===== src/rtl/rtc_cal_pkg.sv =====
package rtc_cal_pkg;

  localparam int unsigned REG_TIME   = 0;
  localparam int unsigned REG_DATE   = 1;
  localparam int unsigned REG_SUBSEC = 2;
  localparam int unsigned REG_STATUS = 3;
  localparam int unsigned REG_PRESC  = 4;
  localparam int unsigned REG_CTRL   = 5;

  localparam int unsigned SYNC_BIT   = 5;
  localparam int unsigned BYPASS_BIT = 5;
  localparam int unsigned COARSE_LSB = 16;

  localparam logic [23:0] DATE_RESET = 24'h002101;

  // Add one to a two-digit BCD byte (no wrap handling).
  function automatic logic [7:0] bcd_inc8(input logic [7:0] v);
    if (v[3:0] == 4'd9) return {v[7:4] + 4'd1, 4'd0};
    else                return {v[7:4], v[3:0] + 4'd1};
  endfunction

  // Two-digit BCD year divisible by four.
  function automatic logic year_is_leap(input logic [7:0] y);
    if (y[4]) return (y[3:0] == 4'd2) || (y[3:0] == 4'd6);
    else      return (y[3:0] == 4'd0) || (y[3:0] == 4'd4) || (y[3:0] == 4'd8);
  endfunction

  // Last BCD day of a BCD month.
  function automatic logic [5:0] month_days(input logic [4:0] m, input logic leap);
    case (m)
      5'h02:                      return leap ? 6'h29 : 6'h28;
      5'h04, 5'h06, 5'h09, 5'h11: return 6'h30;
      default:                    return 6'h31;
    endcase
  endfunction

endpackage


===== src/rtl/rtc_prescaler.sv =====
module rtc_prescaler #(
  parameter int unsigned A_W   = 7,
  parameter int unsigned S_W   = 15,
  parameter int unsigned SS_W  = 16,
  parameter int unsigned RST_A = 127,
  parameter int unsigned RST_S = 255
) (
  input  logic            clk,
  input  logic            rst_n,
  input  logic            load,
  input  logic [A_W-1:0]  new_a,
  input  logic [S_W-1:0]  new_s,
  output logic [A_W-1:0]  cfg_a,
  output logic [S_W-1:0]  cfg_s,
  output logic            sub_step,
  output logic            sec_tick,
  output logic [SS_W-1:0] ss_count
);

  logic [A_W-1:0] a_cnt;
  logic [S_W-1:0] s_cnt;
  logic           a_tick;

  assign a_tick   = (a_cnt == '0);
  assign sub_step = a_tick && !load;
  assign sec_tick = sub_step && (s_cnt == '0);
  assign ss_count = SS_W'(s_cnt);

  always_ff @(posedge clk or negedge rst_n) begin
    if (!rst_n) begin
      cfg_a <= A_W'(RST_A);
      cfg_s <= S_W'(RST_S);
      a_cnt <= A_W'(RST_A);
      s_cnt <= S_W'(RST_S);
    end else if (load) begin
      cfg_a <= new_a;
      cfg_s <= new_s;
      a_cnt <= new_a;
      s_cnt <= new_s;
    end else if (a_tick) begin
      a_cnt <= cfg_a;
      if (s_cnt == '0) s_cnt <= cfg_s;
      else             s_cnt <= s_cnt - 1'b1;
    end else begin
      a_cnt <= a_cnt - 1'b1;
    end
  end

  // the fine counter never exceeds its reload value
  p_ss_bound_r2: assert property (@(posedge clk) disable iff (!rst_n)
    s_cnt <= cfg_s);

  // a second tick reloads the fine counter
  p_reload_r2: assert property (@(posedge clk) disable iff (!rst_n)
    sec_tick |=> (s_cnt == cfg_s));

  // a step away from zero decrements by one
  p_step_r2: assert property (@(posedge clk) disable iff (!rst_n)
    (sub_step && s_cnt != '0) |=> (s_cnt == $past(s_cnt) - 1'b1));

  // a prescaler write restarts both counters
  p_restart_r11: assert property (@(posedge clk) disable iff (!rst_n)
    load |=> (a_cnt == $past(new_a) && s_cnt == $past(new_s)));

endmodule


===== src/rtl/rtc_time_counter.sv =====
module rtc_time_counter (
  input  logic        clk,
  input  logic        rst_n,
  input  logic        tick,
  input  logic        load,
  input  logic [22:0] load_val,
  output logic [22:0] time_val,
  output logic        day_carry
);
  import rtc_cal_pkg::*;

  logic [6:0] sec_q, min_q, sec_n, min_n;
  logic [5:0] hr_q, hr_n;
  logic       sec_end, min_end, hr_end;
  logic       unused_load_bits;

  assign unused_load_bits = ^{load_val[22], load_val[15], load_val[7]};

  assign sec_end = (sec_q == 7'h59);
  assign min_end = (min_q == 7'h59);
  assign hr_end  = (hr_q  == 6'h23);

  assign sec_n = sec_end ? 7'h00 : 7'(bcd_inc8({1'b0, sec_q}));
  assign min_n = min_end ? 7'h00 : 7'(bcd_inc8({1'b0, min_q}));
  assign hr_n  = hr_end  ? 6'h00 : 6'(bcd_inc8({2'b00, hr_q}));

  assign day_carry = tick && !load && sec_end && min_end && hr_end;
  assign time_val  = {1'b0, hr_q, 1'b0, min_q, 1'b0, sec_q};

  always_ff @(posedge clk or negedge rst_n) begin
    if (!rst_n) begin
      sec_q <= '0;
      min_q <= '0;
      hr_q  <= '0;
    end else if (load) begin
      sec_q <= load_val[6:0];
      min_q <= load_val[14:8];
      hr_q  <= load_val[21:16];
    end else if (tick) begin
      sec_q <= sec_n;
      if (sec_end) begin
        min_q <= min_n;
        if (min_end) hr_q <= hr_n;
      end
    end
  end

  // midnight carry leaves the clock at 00:00:00
  p_midnight_r3: assert property (@(posedge clk) disable iff (!rst_n)
    day_carry |=> (time_val == 23'h0));

  // without a tick or a write the time holds
  p_hold_r10: assert property (@(posedge clk) disable iff (!rst_n)
    (!tick && !load) |=> $stable(time_val));

endmodule


===== src/rtl/rtc_date_counter.sv =====
module rtc_date_counter (
  input  logic        clk,
  input  logic        rst_n,
  input  logic        advance,
  input  logic        load,
  input  logic [23:0] load_val,
  output logic [23:0] date_val
);
  import rtc_cal_pkg::*;

  logic [5:0] day_q, last_day;
  logic [4:0] mon_q;
  logic [2:0] wd_q;
  logic [7:0] yr_q;
  logic       leap, day_end, mon_end, yr_end;
  logic       unused_load_bits;

  assign unused_load_bits = ^load_val[7:6];

  assign leap     = year_is_leap(yr_q);
  assign last_day = month_days(mon_q, leap);
  assign day_end  = (day_q == last_day);
  assign mon_end  = (mon_q == 5'h12);
  assign yr_end   = (yr_q == 8'h99);

  assign date_val = {yr_q, wd_q, mon_q, 2'b00, day_q};

  always_ff @(posedge clk or negedge rst_n) begin
    if (!rst_n) begin
      day_q <= DATE_RESET[5:0];
      mon_q <= DATE_RESET[12:8];
      wd_q  <= DATE_RESET[15:13];
      yr_q  <= DATE_RESET[23:16];
    end else if (load) begin
      day_q <= load_val[5:0];
      mon_q <= load_val[12:8];
      wd_q  <= load_val[15:13];
      yr_q  <= load_val[23:16];
    end else if (advance) begin
      wd_q <= (wd_q == 3'd7) ? 3'd1 : wd_q + 3'd1;
      if (day_end) begin
        day_q <= 6'h01;
        mon_q <= mon_end ? 5'h01 : 5'(bcd_inc8({3'b000, mon_q}));
        if (mon_end) yr_q <= yr_end ? 8'h00 : bcd_inc8(yr_q);
      end else begin
        day_q <= 6'(bcd_inc8({2'b00, day_q}));
      end
    end
  end

  // an advance never leaves weekday zero
  p_wday_r6: assert property (@(posedge clk) disable iff (!rst_n)
    (advance && !load) |=> (date_val[15:13] != 3'd0));

  // an advance never leaves day zero
  p_day_nz_r4: assert property (@(posedge clk) disable iff (!rst_n)
    (advance && !load) |=> (date_val[5:0] != 6'h00));

endmodule


===== src/rtl/bcd_calendar_core.sv =====
module bcd_calendar_core #(
  parameter int unsigned ADDR_W  = 3,
  parameter int unsigned DATA_W  = 32,
  parameter int unsigned PRE_A_W = 7,
  parameter int unsigned PRE_S_W = 15,
  parameter int unsigned SS_W    = 16,
  parameter int unsigned RST_A   = 127,
  parameter int unsigned RST_S   = 255
) (
  input  logic              clk,
  input  logic              rst_n,
  input  logic              wr_en,
  input  logic [ADDR_W-1:0] addr,
  input  logic [DATA_W-1:0] wdata,
  output logic [DATA_W-1:0] rdata
);
  import rtc_cal_pkg::*;

  localparam int unsigned A_HI = COARSE_LSB + PRE_A_W - 1;

  logic               wr_time, wr_date, wr_stat, wr_pre, wr_ctrl;
  logic [PRE_A_W-1:0] cfg_a;
  logic [PRE_S_W-1:0] cfg_s;
  logic               sub_step, sec_tick, day_carry;
  logic [SS_W-1:0]    live_ss, shd_ss;
  logic [22:0]        live_time, shd_time;
  logic [23:0]        live_date, shd_date;
  logic               refresh_q, sync_flag, bypass;
  logic               unused_wdata;

  assign unused_wdata = ^wdata;

  assign wr_time = wr_en && (addr == ADDR_W'(REG_TIME));
  assign wr_date = wr_en && (addr == ADDR_W'(REG_DATE));
  assign wr_stat = wr_en && (addr == ADDR_W'(REG_STATUS));
  assign wr_pre  = wr_en && (addr == ADDR_W'(REG_PRESC));
  assign wr_ctrl = wr_en && (addr == ADDR_W'(REG_CTRL));

  rtc_prescaler #(
    .A_W(PRE_A_W), .S_W(PRE_S_W), .SS_W(SS_W), .RST_A(RST_A), .RST_S(RST_S)
  ) u_presc (
    .clk(clk), .rst_n(rst_n), .load(wr_pre),
    .new_a(wdata[A_HI:COARSE_LSB]), .new_s(wdata[PRE_S_W-1:0]),
    .cfg_a(cfg_a), .cfg_s(cfg_s),
    .sub_step(sub_step), .sec_tick(sec_tick), .ss_count(live_ss)
  );

  rtc_time_counter u_time (
    .clk(clk), .rst_n(rst_n), .tick(sec_tick), .load(wr_time),
    .load_val(wdata[22:0]), .time_val(live_time), .day_carry(day_carry)
  );

  rtc_date_counter u_date (
    .clk(clk), .rst_n(rst_n), .advance(day_carry), .load(wr_date),
    .load_val(wdata[23:0]), .date_val(live_date)
  );

  always_ff @(posedge clk or negedge rst_n) begin
    if (!rst_n) begin
      refresh_q <= 1'b0;
      shd_time  <= '0;
      shd_date  <= DATE_RESET;
      shd_ss    <= SS_W'(RST_S);
      sync_flag <= 1'b0;
      bypass    <= 1'b0;
    end else begin
      refresh_q <= sub_step;
      if (refresh_q) begin
        shd_time <= live_time;
        shd_date <= live_date;
        shd_ss   <= live_ss;
      end
      if (refresh_q)                     sync_flag <= 1'b1;
      else if (wr_stat && !wdata[SYNC_BIT]) sync_flag <= 1'b0;
      if (wr_ctrl) bypass <= wdata[BYPASS_BIT];
    end
  end

  always_comb begin
    rdata = '0;
    case (addr)
      ADDR_W'(REG_TIME):   rdata = DATA_W'(bypass ? live_time : shd_time);
      ADDR_W'(REG_DATE):   rdata = DATA_W'(bypass ? live_date : shd_date);
      ADDR_W'(REG_SUBSEC): rdata = DATA_W'(bypass ? live_ss : shd_ss);
      ADDR_W'(REG_STATUS): rdata[SYNC_BIT] = sync_flag;
      ADDR_W'(REG_PRESC): begin
        rdata[A_HI:COARSE_LSB] = cfg_a;
        rdata[PRE_S_W-1:0]     = cfg_s;
      end
      ADDR_W'(REG_CTRL):   rdata[BYPASS_BIT] = bypass;
      default:             rdata = '0;
    endcase
  end

  // shadow copies move only on a refresh
  p_shadow_hold_r7: assert property (@(posedge clk) disable iff (!rst_n)
    !refresh_q |=> ($stable(shd_time) && $stable(shd_date) && $stable(shd_ss)));

  // a refresh always leaves the flag set
  p_flag_set_r8: assert property (@(posedge clk) disable iff (!rst_n)
    refresh_q |=> sync_flag);

  // a clearing write without a refresh clears the flag
  p_flag_clear_r8: assert property (@(posedge clk) disable iff (!rst_n)
    (wr_stat && !wdata[SYNC_BIT] && !refresh_q) |=> !sync_flag);

endmodule


===== config.mk =====
export PLATFORM = sky130hd
export DESIGN_NAME = bcd_calendar_core
export DESIGN_NICKNAME = d
export VERILOG_FILES = /design/src/rtl/rtc_cal_pkg.sv /design/src/rtl/rtc_prescaler.sv /design/src/rtl/rtc_time_counter.sv /design/src/rtl/rtc_date_counter.sv /design/src/rtl/bcd_calendar_core.sv
export SDC_FILE = /design/constraint.sdc
export NUM_CORES = 1
export LEC_CHECK = 0
export BUFFER_PORTS_ARGS = -buffer_cell sky130_fd_sc_hd__buf_2
export CORE_MARGIN = 4
export CORE_UTILIZATION = 29
export DETAILED_ROUTE_END_ITERATION = 10
export GPL_ROUTABILITY_DRIVEN = 1
export RECOVER_POWER = 50
export SYNTH_ARGS = -nofsm -noshare
export SYNTH_HDL_FRONTEND = slang
export SYNTH_SLANG_ARGS = --single-unit

===== constraint.sdc =====
create_clock -name clk -period 4.1 [get_ports clk]
set_input_delay 0.205 -clock clk [delete_from_list [all_inputs] [get_ports clk]]
set_output_delay 0.205 -clock clk [all_outputs]
set_load 0.02 [all_outputs]

==> impl_metrics.env, run 1 <==
export IMPL_outcome="complete, but fails checks"
export IMPL_violations="capacitance limit, slew limit"
export IMPL_hp_class="in -> reg"
export IMPL_routedWlPerCell_um=18.9
export IMPL_leakage_nw=4.25
export IMPL_die_area_mm2=0.0327
export IMPL_dpl_cell_area_mm2=0.00930
export IMPL_io_pins=70
export IMPL_critPathArrivalTime_ns=3.38
export IMPL_finClkSkew_ns=0.00793
export IMPL_drv_slew=167
export IMPL_syn_area_per_cell_um2=9.70
export IMPL_fin_nets=971
export IMPL_synth_top_area_cell="dfrtp_1"
export IMPL_h_tree_depth=4
export IMPL_setup_violations=0
export IMPL_antenna_found_initial=0
export IMPL_netlist_area_mm2=0.00865
export IMPL_tightestPinTransition_ns=2.16
export IMPL_fin_setup_tns_ns=0
export IMPL_place_hpwl_um=17500
export IMPL_n_fill_cell=2939
export IMPL_rsz0062_at_grt="no"
export IMPL_synthArstFlopShare=1.00
export IMPL_clockBufferDepth=2
export IMPL_drive_gt1_frac=0.268
export IMPL_postCtsSetupRepairBufs=0
export IMPL_drv_cap=3
export IMPL_num_rows=62
export IMPL_vias=7018
export IMPL_path_class="reg -> reg"
export IMPL_cts_root_buf="clkbuf_16"
export IMPL_firstDrtPassIters=7
export IMPL_clk_pin_slew_ns=0.06
export IMPL_vias_per_cell=5.34
export IMPL_wl_met2_um=11700
export IMPL_period_share=0.749
export IMPL_ys_seq_area_frac=0.429
export IMPL_synthFlopType="dfrtp_1"
export IMPL_initial_core_util=0.297
export IMPL_numCtsBuffers=17
export IMPL_syn_to_final_growth_pct=14.4
export IMPL_cts_sinks=146
export IMPL_cp_end_kind="flop"
export IMPL_overflow=0
export IMPL_crit_fanout=12
export IMPL_ys_types=84
export IMPL_design_power_total_mw=5.20
export IMPL_coreArea_mm2=0.0291
export IMPL_grt_pass1_wl_um=39400
export IMPL_synth_top_area_share=0.295
export IMPL_first_global_vias=6849
export IMPL_cts_tree="yes"
export IMPL_ant_nets=0
export IMPL_netlist_instances=892
export IMPL_grt_start_max_net_pins=82
export IMPL_highest_layer="met4"
export IMPL_holdWs_ns=0.0116
export IMPL_die_x_um=181
export IMPL_clk_latency_ns=0.43
export IMPL_ir_worst_vdd_mv=0.255
export IMPL_met1_length_um=11800
export IMPL_synth_edf_count=0
export IMPL_wl_met3_um=913
export IMPL_fmax_mhz=325
export IMPL_cts_hold_buf=2
export IMPL_worstPathRequired_ns=4.41
export IMPL_first_iter_violations=517
export IMPL_p_per_area_mw_per_mm2=525
export IMPL_port_buffers=53
export IMPL_fin_ws_ns=1.03
export IMPL_grt_use_total=0.151
export IMPL_dp_slack_ns=1.06
export IMPL_crit_path_start_kind="flop"
export IMPL_synth_seq_cells=146
export IMPL_gp_congestion=0.850
export IMPL_die_h_um=181
export IMPL_period_needed_ns=3.07
export IMPL_hold_viol_final=0
export IMPL_n_antenna_cell=0
export IMPL_synth_area_top_cells="dfrtp_1, dfstp_2, mux2_2"
export IMPL_yosysWarnings=0
export IMPL_fin_area_mm2=0.00990
export IMPL_max_slew_margin=-0.442
export IMPL_routed_wl_um=24900
export IMPL_ctsResizeCount=0
export IMPL_drc=0
==> kinds of logic (layout without fill, tap and decap cells) <==
group / after synthesis / after routing / synth area share
xor gates and xnor gates: 13 / 13 / 0.0132
AOI/OAI and AO/OA: 214 / 214 / 0.172
other: 1 / 8 / 0.000433
buffers and inverters: 92 / 123 / 0.0455
DFF: 146 / 146 / 0.429
muxes: 105 / 105 / 0.133
and+or+nand+nor: 305 / 305 / 0.184
adders and majority gates: 16 / 16 / 0.0231
==> power breakdown <==
| group | switching, mW | internal (mW) |
|---|---|---|
| combinational | 0.620 | 0.635 |
| sequential | 0.426 | 1.92 |
| clock | 0.626 | 0.966 |
| total | 1.67 | 3.53 |
==> cell usage in the layout (no fill, tap or decap), types with 6 or more instances in the layout <==
| cell type | count |
|---|---|
| a22oi_1 | 13 |
| xnor2_1 | 6 |
| nand3_1 | 18 |
| ha_1 | 16 |
| mux2i_1 | 24 |
| dfrtp_1 | 101 |
| inv_1 | 17 |
| o21ai_0 | 40 |
| dfstp_2 | 43 |
| nor3_1 | 10 |
| a31oi_1 | 13 |
| xor2_1 | 7 |
| buf_2 | 52 |
| o221ai_1 | 7 |
| conb_1 | 8 |
| o21ai_1 | 9 |
| a21oi_1 | 45 |
| clkbuf_16 | 21 |
| o211ai_1 | 9 |
| nand4_1 | 6 |
| nor2_1 | 62 |
| a221oi_1 | 14 |
| nand2_1 | 125 |
| nand3b_1 | 7 |
| a221o_1 | 19 |
| nor2b_1 | 7 |
| or3_1 | 10 |
| buf_4 | 16 |
| mux2_2 | 77 |
==> worst max-delay path, stage by stage, from the launching register on <==
cell and delay [ns]:
dfstp_2 0.40, inv_1 0.07, ha_1 0.18, nor4b_2 0.45, nand4b_1 0.26, nor3_2 0.39, and3_1 0.56, a31o_2 0.31
mux2_1 0.33
==> worst paths after layout <==
kind                                   from                to  slack (ns)  cells after the start
setup / recovery           u_presc.s_cnt[0]    u_date.yr_q[4]        1.03                      8
hold / removal                     wdata[6]  u_presc.cfg_s[6]        0.01                      3
setup reg to reg           u_presc.s_cnt[0]    u_date.yr_q[4]        1.03                      8
hold reg to reg            u_presc.cfg_s[4]  u_presc.cfg_s[4]        0.47                      2
max in group asynchronous             rst_n   u_date.mon_q[3]        1.30                      3
min in group asynchronous             rst_n        shd_ss[10]        0.97                      2
==> final cells by class <==
type | instances | area [um2] | area share
timing repair buffer | 74 | 419 | 0.0424
inverter | 17 | 63.8 | 0.00645
clock buffer | 26 | 574 | 0.0580
tap | 384 | 480 | 0.0486
multi-input combinational | 661 | 4620 | 0.466
clock inverter | 6 | 32.5 | 0.00329
sequential | 146 | 3710 | 0.375
==> synthesized netlist by cell type, drive strengths merged, types with 16 or more instances <==
| cell type | count |
|---|---|
| ha | 16 |
| a21oi | 45 |
| nor2 | 62 |
| nand2 | 126 |
| o21ai | 49 |
| clkbuf | 54 |
| nand3 | 18 |
| mux2i | 24 |
| mux2 | 81 |
| dfstp | 44 |
| a221o | 19 |
| buf | 21 |
| dfrtp | 102 |
| inv | 17 |
==> per-stage QoR <==
stage               utilization  cells
global route              0.340   1314
detailed placement        0.320   1280
CTS                       0.341   1314
finish                    0.340   1314
floorplan                     -    899
global placement          0.320   1280
==> metal layers <==
metal  vias up  GRT usage
met5         -          0
met4         0     0.0430
met3        30     0.0253
met2       164      0.240
met1      3516      0.214
li1       3308          -
==> flip-flops by register name, summed over array words and instances (netlist names) <==
register / flops
bypass: 1
refresh_q: 1
shd_date: 22
shd_ss: 15
shd_time: 20
sync_flag: 1
u_date.day_q: 6
u_date.mon_q: 5
u_date.wd_q: 3
u_date.yr_q: 8
u_presc.a_cnt: 7
u_presc.cfg_a: 7
u_presc.cfg_s: 15
u_presc.s_cnt: 15
u_time.hr_q: 6
u_time.min_q: 7
u_time.sec_q: 7
Note: power is estimated with default switching activity, not from simulation.
==> inputs of run 2 (changes only) <==
==> constraint.sdc (replaced) <==
create_clock -name clk -period 2.8 [get_ports clk]
set_input_delay 0.14 -clock clk [delete_from_list [all_inputs] [get_ports clk]]
set_output_delay 0.14 -clock clk [all_outputs]
set_load 0.02 [all_outputs]
==> run 2 against run 1 <==
The flow now finishes without violations. First-iteration DRC count grew 13%. Fmax grew 20%. Sequential cell count is the same. Clock power grew 51%. Global-route usage grew 0.13 points. Cell count grew 3.3%. Critical path depth shrank 1. Design area grew 4.3%. Utilization grew 1.5 points.
==> impl_metrics.env, run 2 (same netlist as run 1, synthesis figures left out) <==
export IMPL_period_share=0.917
export IMPL_cts_sinks=146
export IMPL_port_buffers=53
export IMPL_largest_reg_flops=22
export IMPL_tightestPinTransition_ns=1.16
export IMPL_die_area_mm2=0.0327
export IMPL_reg_top3="shd_date: 22 flops, shd_time: 20 flops"
export IMPL_largest_register="shd_date"
export IMPL_worstPathRequired_ns=3.11
export IMPL_clockBufferDepth=2
export IMPL_max_slew_margin=0.224
export IMPL_first_global_vias=6857
export IMPL_layout_common_cells="nand2_1, dfrtp_1, mux2_2, nor2_1, buf_2"
export IMPL_r2r_cells=7
export IMPL_firstDrtPassIters=5
export IMPL_gp_congestion=0.846
export IMPL_switchingPower_mw=2.52
export IMPL_p_per_area_mw_per_mm2=754
export IMPL_n_antenna_cell=0
export IMPL_outcome="completed"
export IMPL_ir_worst_vdd_mv=0.435
export IMPL_fin_setup_tns_ns=0
export IMPL_reg2reg_from="u_date.mon_q[0]"
export IMPL_numCtsBuffers=17
export IMPL_grt_use_total=0.153
export IMPL_fin_area_mm2=0.0103
export IMPL_rsz0062_at_grt="no"
export IMPL_die_x_um=181
export IMPL_fmax_mhz=389
export IMPL_hp_class="in -> reg"
export IMPL_vias=7198
export IMPL_drc=0
export IMPL_antenna_found_initial=0
export IMPL_die_h_um=181
export IMPL_path_class="reg -> reg"
export IMPL_pwr_share_seq=0.437
export IMPL_period_needed_ns=2.57
export IMPL_postCtsSetupRepairBufs=0
export IMPL_cts_root_buf="clkbuf_16"
export IMPL_holdWs_ns=0.00990
export IMPL_worstHoldPathCells=3
export IMPL_initial_core_util=0.297
export IMPL_dpl_cell_area_mm2=0.00955
export IMPL_internal_power_mw=5.26
export IMPL_fin_nets=1015
export IMPL_finClkSkew_ns=0.00907
export IMPL_met1_length_um=11800
export IMPL_coreArea_mm2=0.0291
export IMPL_switching_share=0.324
export IMPL_min_to="u_presc.cfg_s[4]"
export IMPL_final_common_cell="nand2_1"
export IMPL_critPathArrivalTime_ns=2.88
export IMPL_wl_met3_um=1020
export IMPL_ant_nets=0
export IMPL_h_tree_depth=4
export IMPL_power_frac_comb=0.255
export IMPL_routed_wl_um=25100
export IMPL_worstHoldStart="wdata[4]"
export IMPL_drive_gt1_frac=0.286
export IMPL_design_power_total_mw=7.78
export IMPL_grt_start_max_net_pins=49
export IMPL_crit_path_start_kind="flop"
export IMPL_highest_layer="met4"
export IMPL_vias_per_cell=5.30
export IMPL_overflow=0
export IMPL_setup_violations=0
export IMPL_crit_fanout=11
export IMPL_num_rows=62
export IMPL_cts_tree="yes"
export IMPL_routedWlPerCell_um=18.5
export IMPL_first_iter_violations=582
export IMPL_leakage_nw=4.47
export IMPL_drv_cap=0
export IMPL_grt_pass1_wl_um=39900
export IMPL_hold_viol_final=0
export IMPL_syn_to_final_growth_pct=19.3
export IMPL_clkPwrFrac=0.308
export IMPL_cp_end_kind="flop"
export IMPL_r2r_setup_slack_ns=0.23
export IMPL_io_pins=70
export IMPL_rr_endpoint="u_date.mon_q[4]"
export IMPL_place_hpwl_um=18100
export IMPL_clk_pin_slew_ns=0.07
export IMPL_wl_met2_um=12000
export IMPL_fin_util=0.355
export IMPL_clk_latency_ns=0.43
export IMPL_drv_slew=0
[run 2: routing by layer]
| metal | vias up | track usage |
|---|---|---|
| li1 | 3403 | - |
| met1 | 3564 | 0.217 |
| met2 | 205 | 0.242 |
| met3 | 26 | 0.0267 |
| met4 | 0 | 0.0369 |
| met5 | - | 0 |
[run 2: stage by stage]
step / setup slack (ns) / std cells
4_1_cts: 0.153 / 1358
6_report: 0.232 / 1358
5_1_grt: 0.0942 / 1358
2_1_floorplan: 0.379 / 899
3_3_place_gp: 0.216 / 1307
3_5_place_dp: 0.204 / 1307
[run 2: power by group through the flow]
stage / Clock, mW / Combinational, mW / Sequential [mW]
floorplan: 0 / 1.51 / 3.18
global placement: 0 / 1.93 / 3.39
detailed placement: 0 / 1.97 / 3.42
CTS: 2.44 / 2.00 / 3.39
global route: 2.54 / 2.20 / 3.49
finish: 2.40 / 1.98 / 3.40
[run 2: critical path, stage by stage, from the launching register on]
cell       delay (ns)
dfstp_2          0.43
or3_4            0.43
a2111oi_2        0.38
o21ai_1          0.13
a221oi_2         0.43
buf_4            0.25
o21ai_1          0.07
mux2_1           0.32
[run 2: how the worst max path moves through the flow]
stage,slack [ns],cells past startpoint,from,end
floorplan,0.38,9,u_date.mon_q[0],u_date.yr_q[1]
global placement,0.22,8,u_presc.s_cnt[0],u_date.yr_q[7]
detailed placement,0.20,8,u_presc.s_cnt[0],u_date.yr_q[7]
CTS,0.15,8,u_presc.s_cnt[0],u_date.yr_q[7]
global route,0.09,7,u_date.mon_q[0],u_date.mon_q[4]
finish,0.23,7,u_date.mon_q[0],u_date.mon_q[4]
[run 2: timing repair]
action | 4_1_cts | 5_1_grt
hold buffers | 19 | 0
hold endpoints to repair | 66 | 0
gates resized for setup | 0 | 1
setup endpoints to repair | 0 | 7
[run 2: layout make-up]
cell class	instances	area (um2)
well taps	384	480
flip-flops and latches	146	3710
repair buffers	118	826
clock buffers	18	439
fillers	2942	18800
clock inverters	14	178
multi-input cells	661	4620
inverters	17	63.8
==> inputs of run 3 (changes only) <==
--- a/config.mk
+++ b/config.mk
@@ -7,7 +7,7 @@
 export LEC_CHECK = 0
 export BUFFER_PORTS_ARGS = -buffer_cell sky130_fd_sc_hd__buf_2
 export CORE_MARGIN = 4
-export CORE_UTILIZATION = 29
+export CORE_UTILIZATION = 40
 export DETAILED_ROUTE_END_ITERATION = 10
 export GPL_ROUTABILITY_DRIVEN = 1
 export RECOVER_POWER = 50
==> run 3 against run 2 <==
The run now ends with capacitance limit, slew limit left. Setup slack worse by 0.022 ns. Design area down 2.0%. Via count decreased by 0.81%. Non-clock buffer count decreased by 5. Global-route usage grew 5.3 points. Combinational power is essentially flat. Fmax down 0.86%. First-iteration DRC count fell by 8.1%. Cell count is 8.4% lower. Clock power shrank 4%. Hold slack improved by 0.0065 ns. Critical path type unchanged. Critical endpoint is now u_time.hr_q[1].
==> impl_metrics.env, run 3 (same netlist as run 1, synthesis figures left out) <==
export IMPL_outcome="complete, but fails checks"
export IMPL_violations="capacitance limit, slew limit"
export IMPL_final_common_cell="nand2_1"
export IMPL_cts_tree="yes"
export IMPL_die_h_um=155
export IMPL_drc=0
export IMPL_firstDrtPassIters=6
export IMPL_max_slew_margin=-0.261
export IMPL_fin_ws_ns=0.210
export IMPL_p_per_area_mw_per_mm2=759
export IMPL_hold_viol_final=0
export IMPL_hp_class="in -> reg"
export IMPL_grt_start_max_net_pins=76
export IMPL_first_iter_violations=535
export IMPL_ir_worst_vdd_mv=0.476
export IMPL_initial_core_util=0.409
export IMPL_worstHoldPathCells=3
export IMPL_drv_cap=2
export IMPL_fin_nets=1010
export IMPL_fin_setup_tns_ns=0
export IMPL_tightestPinTransition_ns=1.89
export IMPL_io_pins=70
export IMPL_die_x_um=155
export IMPL_r2r_setup_slack_ns=0.21
export IMPL_cts_root_buf="clkbuf_16"
export IMPL_numCtsBuffers=17
export IMPL_n_antenna_cell=0
export IMPL_reg2reg_from="u_presc.s_cnt[9]"
export IMPL_cp_end_kind="flop"
export IMPL_reg_top3="shd_date: 22 flops, shd_time: 20 flops"
export IMPL_finClkSkew_ns=0.0172
export IMPL_port_buffers=53
export IMPL_clockBufferDepth=2
export IMPL_largest_register="shd_date"
export IMPL_coreArea_mm2=0.0212
export IMPL_syn_to_final_growth_pct=17.0
export IMPL_fmax_mhz=386
export IMPL_first_global_vias=7000
export IMPL_r2r_cells=7
export IMPL_period_share=0.925
export IMPL_dp_slack_ns=0.143
export IMPL_drv_slew=117
export IMPL_setup_violations=0
export IMPL_gp_congestion=0.899
export IMPL_clk_pin_slew_ns=0.06
export IMPL_leakage_nw=4.44
export IMPL_h_tree_depth=4
export IMPL_crit_fanout=14
export IMPL_worstHoldStart="wdata[0]"
export IMPL_rr_endpoint="u_time.hr_q[1]"
export IMPL_routedWlPerCell_um=19.6
export IMPL_place_hpwl_um=17400
export IMPL_antenna_found_initial=0
export IMPL_fin_area_mm2=0.0101
export IMPL_vias=7140
export IMPL_design_power_total_mw=7.68
export IMPL_cts_sinks=146
export IMPL_grt_use_total=0.206
export IMPL_rsz0062_at_grt="no"
export IMPL_drive_gt1_frac=0.284
export IMPL_die_area_mm2=0.0240
export IMPL_largest_reg_flops=22
export IMPL_overflow=0
export IMPL_ant_nets=0
export IMPL_vias_per_cell=5.74
export IMPL_dpl_cell_area_mm2=0.00938
export IMPL_holdWs_ns=0.0164
export IMPL_critPathArrivalTime_ns=2.94
export IMPL_clk_latency_ns=0.43
export IMPL_grt_pass1_wl_um=39100
export IMPL_crit_path_start_kind="flop"
export IMPL_worstPathRequired_ns=3.15
export IMPL_num_rows=53
export IMPL_period_needed_ns=2.59
export IMPL_min_to="u_presc.cfg_s[0]"
export IMPL_layout_common_cells="nand2_1, dfrtp_1, mux2_2, nor2_1, buf_2"
export IMPL_routed_wl_um=24400
export IMPL_path_class="reg -> reg"
-- run 3: cell types whose count changed in the layout (fill, tap and decap cells not counted), sizes merged --
cell         previous run  this run
inv                    21        18
clkbuf                 23        28
bufinv                  3         1
buf                    94        92
dlygate4sd3            19        17
clkinvlp                1         0
-- run 3: worst max-delay path: stages (launching register included) --
cell     delay, ns
dfrtp_1       0.46
or4_4         0.58
and4b_1       0.37
buf_4         0.26
nand4_1       0.25
nor4b_1       0.40
a21oi_1       0.08
o21ai_1       0.13
-- run 3: how the worst max path moves through the flow --
stage | from | endpoint | slack (ns) | cells after the start
after detailed placement | u_presc.s_cnt[0] | u_date.yr_q[7] | 0.14 | 8
after floorplan | u_date.mon_q[0] | u_date.yr_q[1] | 0.38 | 9
after global placement | u_presc.s_cnt[0] | u_date.yr_q[7] | 0.22 | 8
after global routing | addr[0] | u_presc.a_cnt[4] | 0.04 | 7
after CTS | u_presc.s_cnt[0] | u_date.yr_q[7] | 0.12 | 8
final | u_presc.s_cnt[9] | u_time.hr_q[1] | 0.21 | 7
-- run 3: report_power, final --
part	internal, mW	switching [mW]	leakage, nW	total [mW]
clock network	1.40	0.907	0.299	2.31
registers	2.82	0.603	1.75	3.42
logic	0.985	0.963	2.40	1.95
-- run 3: through the flow --
step	cells	util
2_1_floorplan	899	-
3_3_place_gp	1195	0.443
3_5_place_dp	1195	0.443
4_1_cts	1244	0.480
5_1_grt	1244	0.478
6_report	1244	0.478
-- run 3: layer usage --
| layer | GRT usage | share of wire | wire [um] | vias to the layer above |
|---|---|---|---|---|
| met5 | 0 | 0 | 0 | - |
| met3 | 0.0370 | 0.049 | 1200 | 30 |
| li1 | - | - | - | 3392 |
| met2 | 0.333 | 0.47 | 11500 | 195 |
| met4 | 0.0559 | 0.016 | 395 | 0 |
| met1 | 0.286 | 0.46 | 11300 | 3523 |
-- run 3: cell type report --
cell class	count	area [um2]
fill	1942	11000
multi-input combinational	661	4640
sequential	146	3710
timing repair buffer	113	767
clock buffer	24	526
tap	275	344
clock inverter	8	70.1
inverter	17	63.8
-- run 3: timing repair --
item,4_1_cts,5_1_grt
hold endpoints to repair,58,0
setup endpoints to repair,0,1
hold buffers,17,0
setup buffers,0,0
resized for setup,0,1
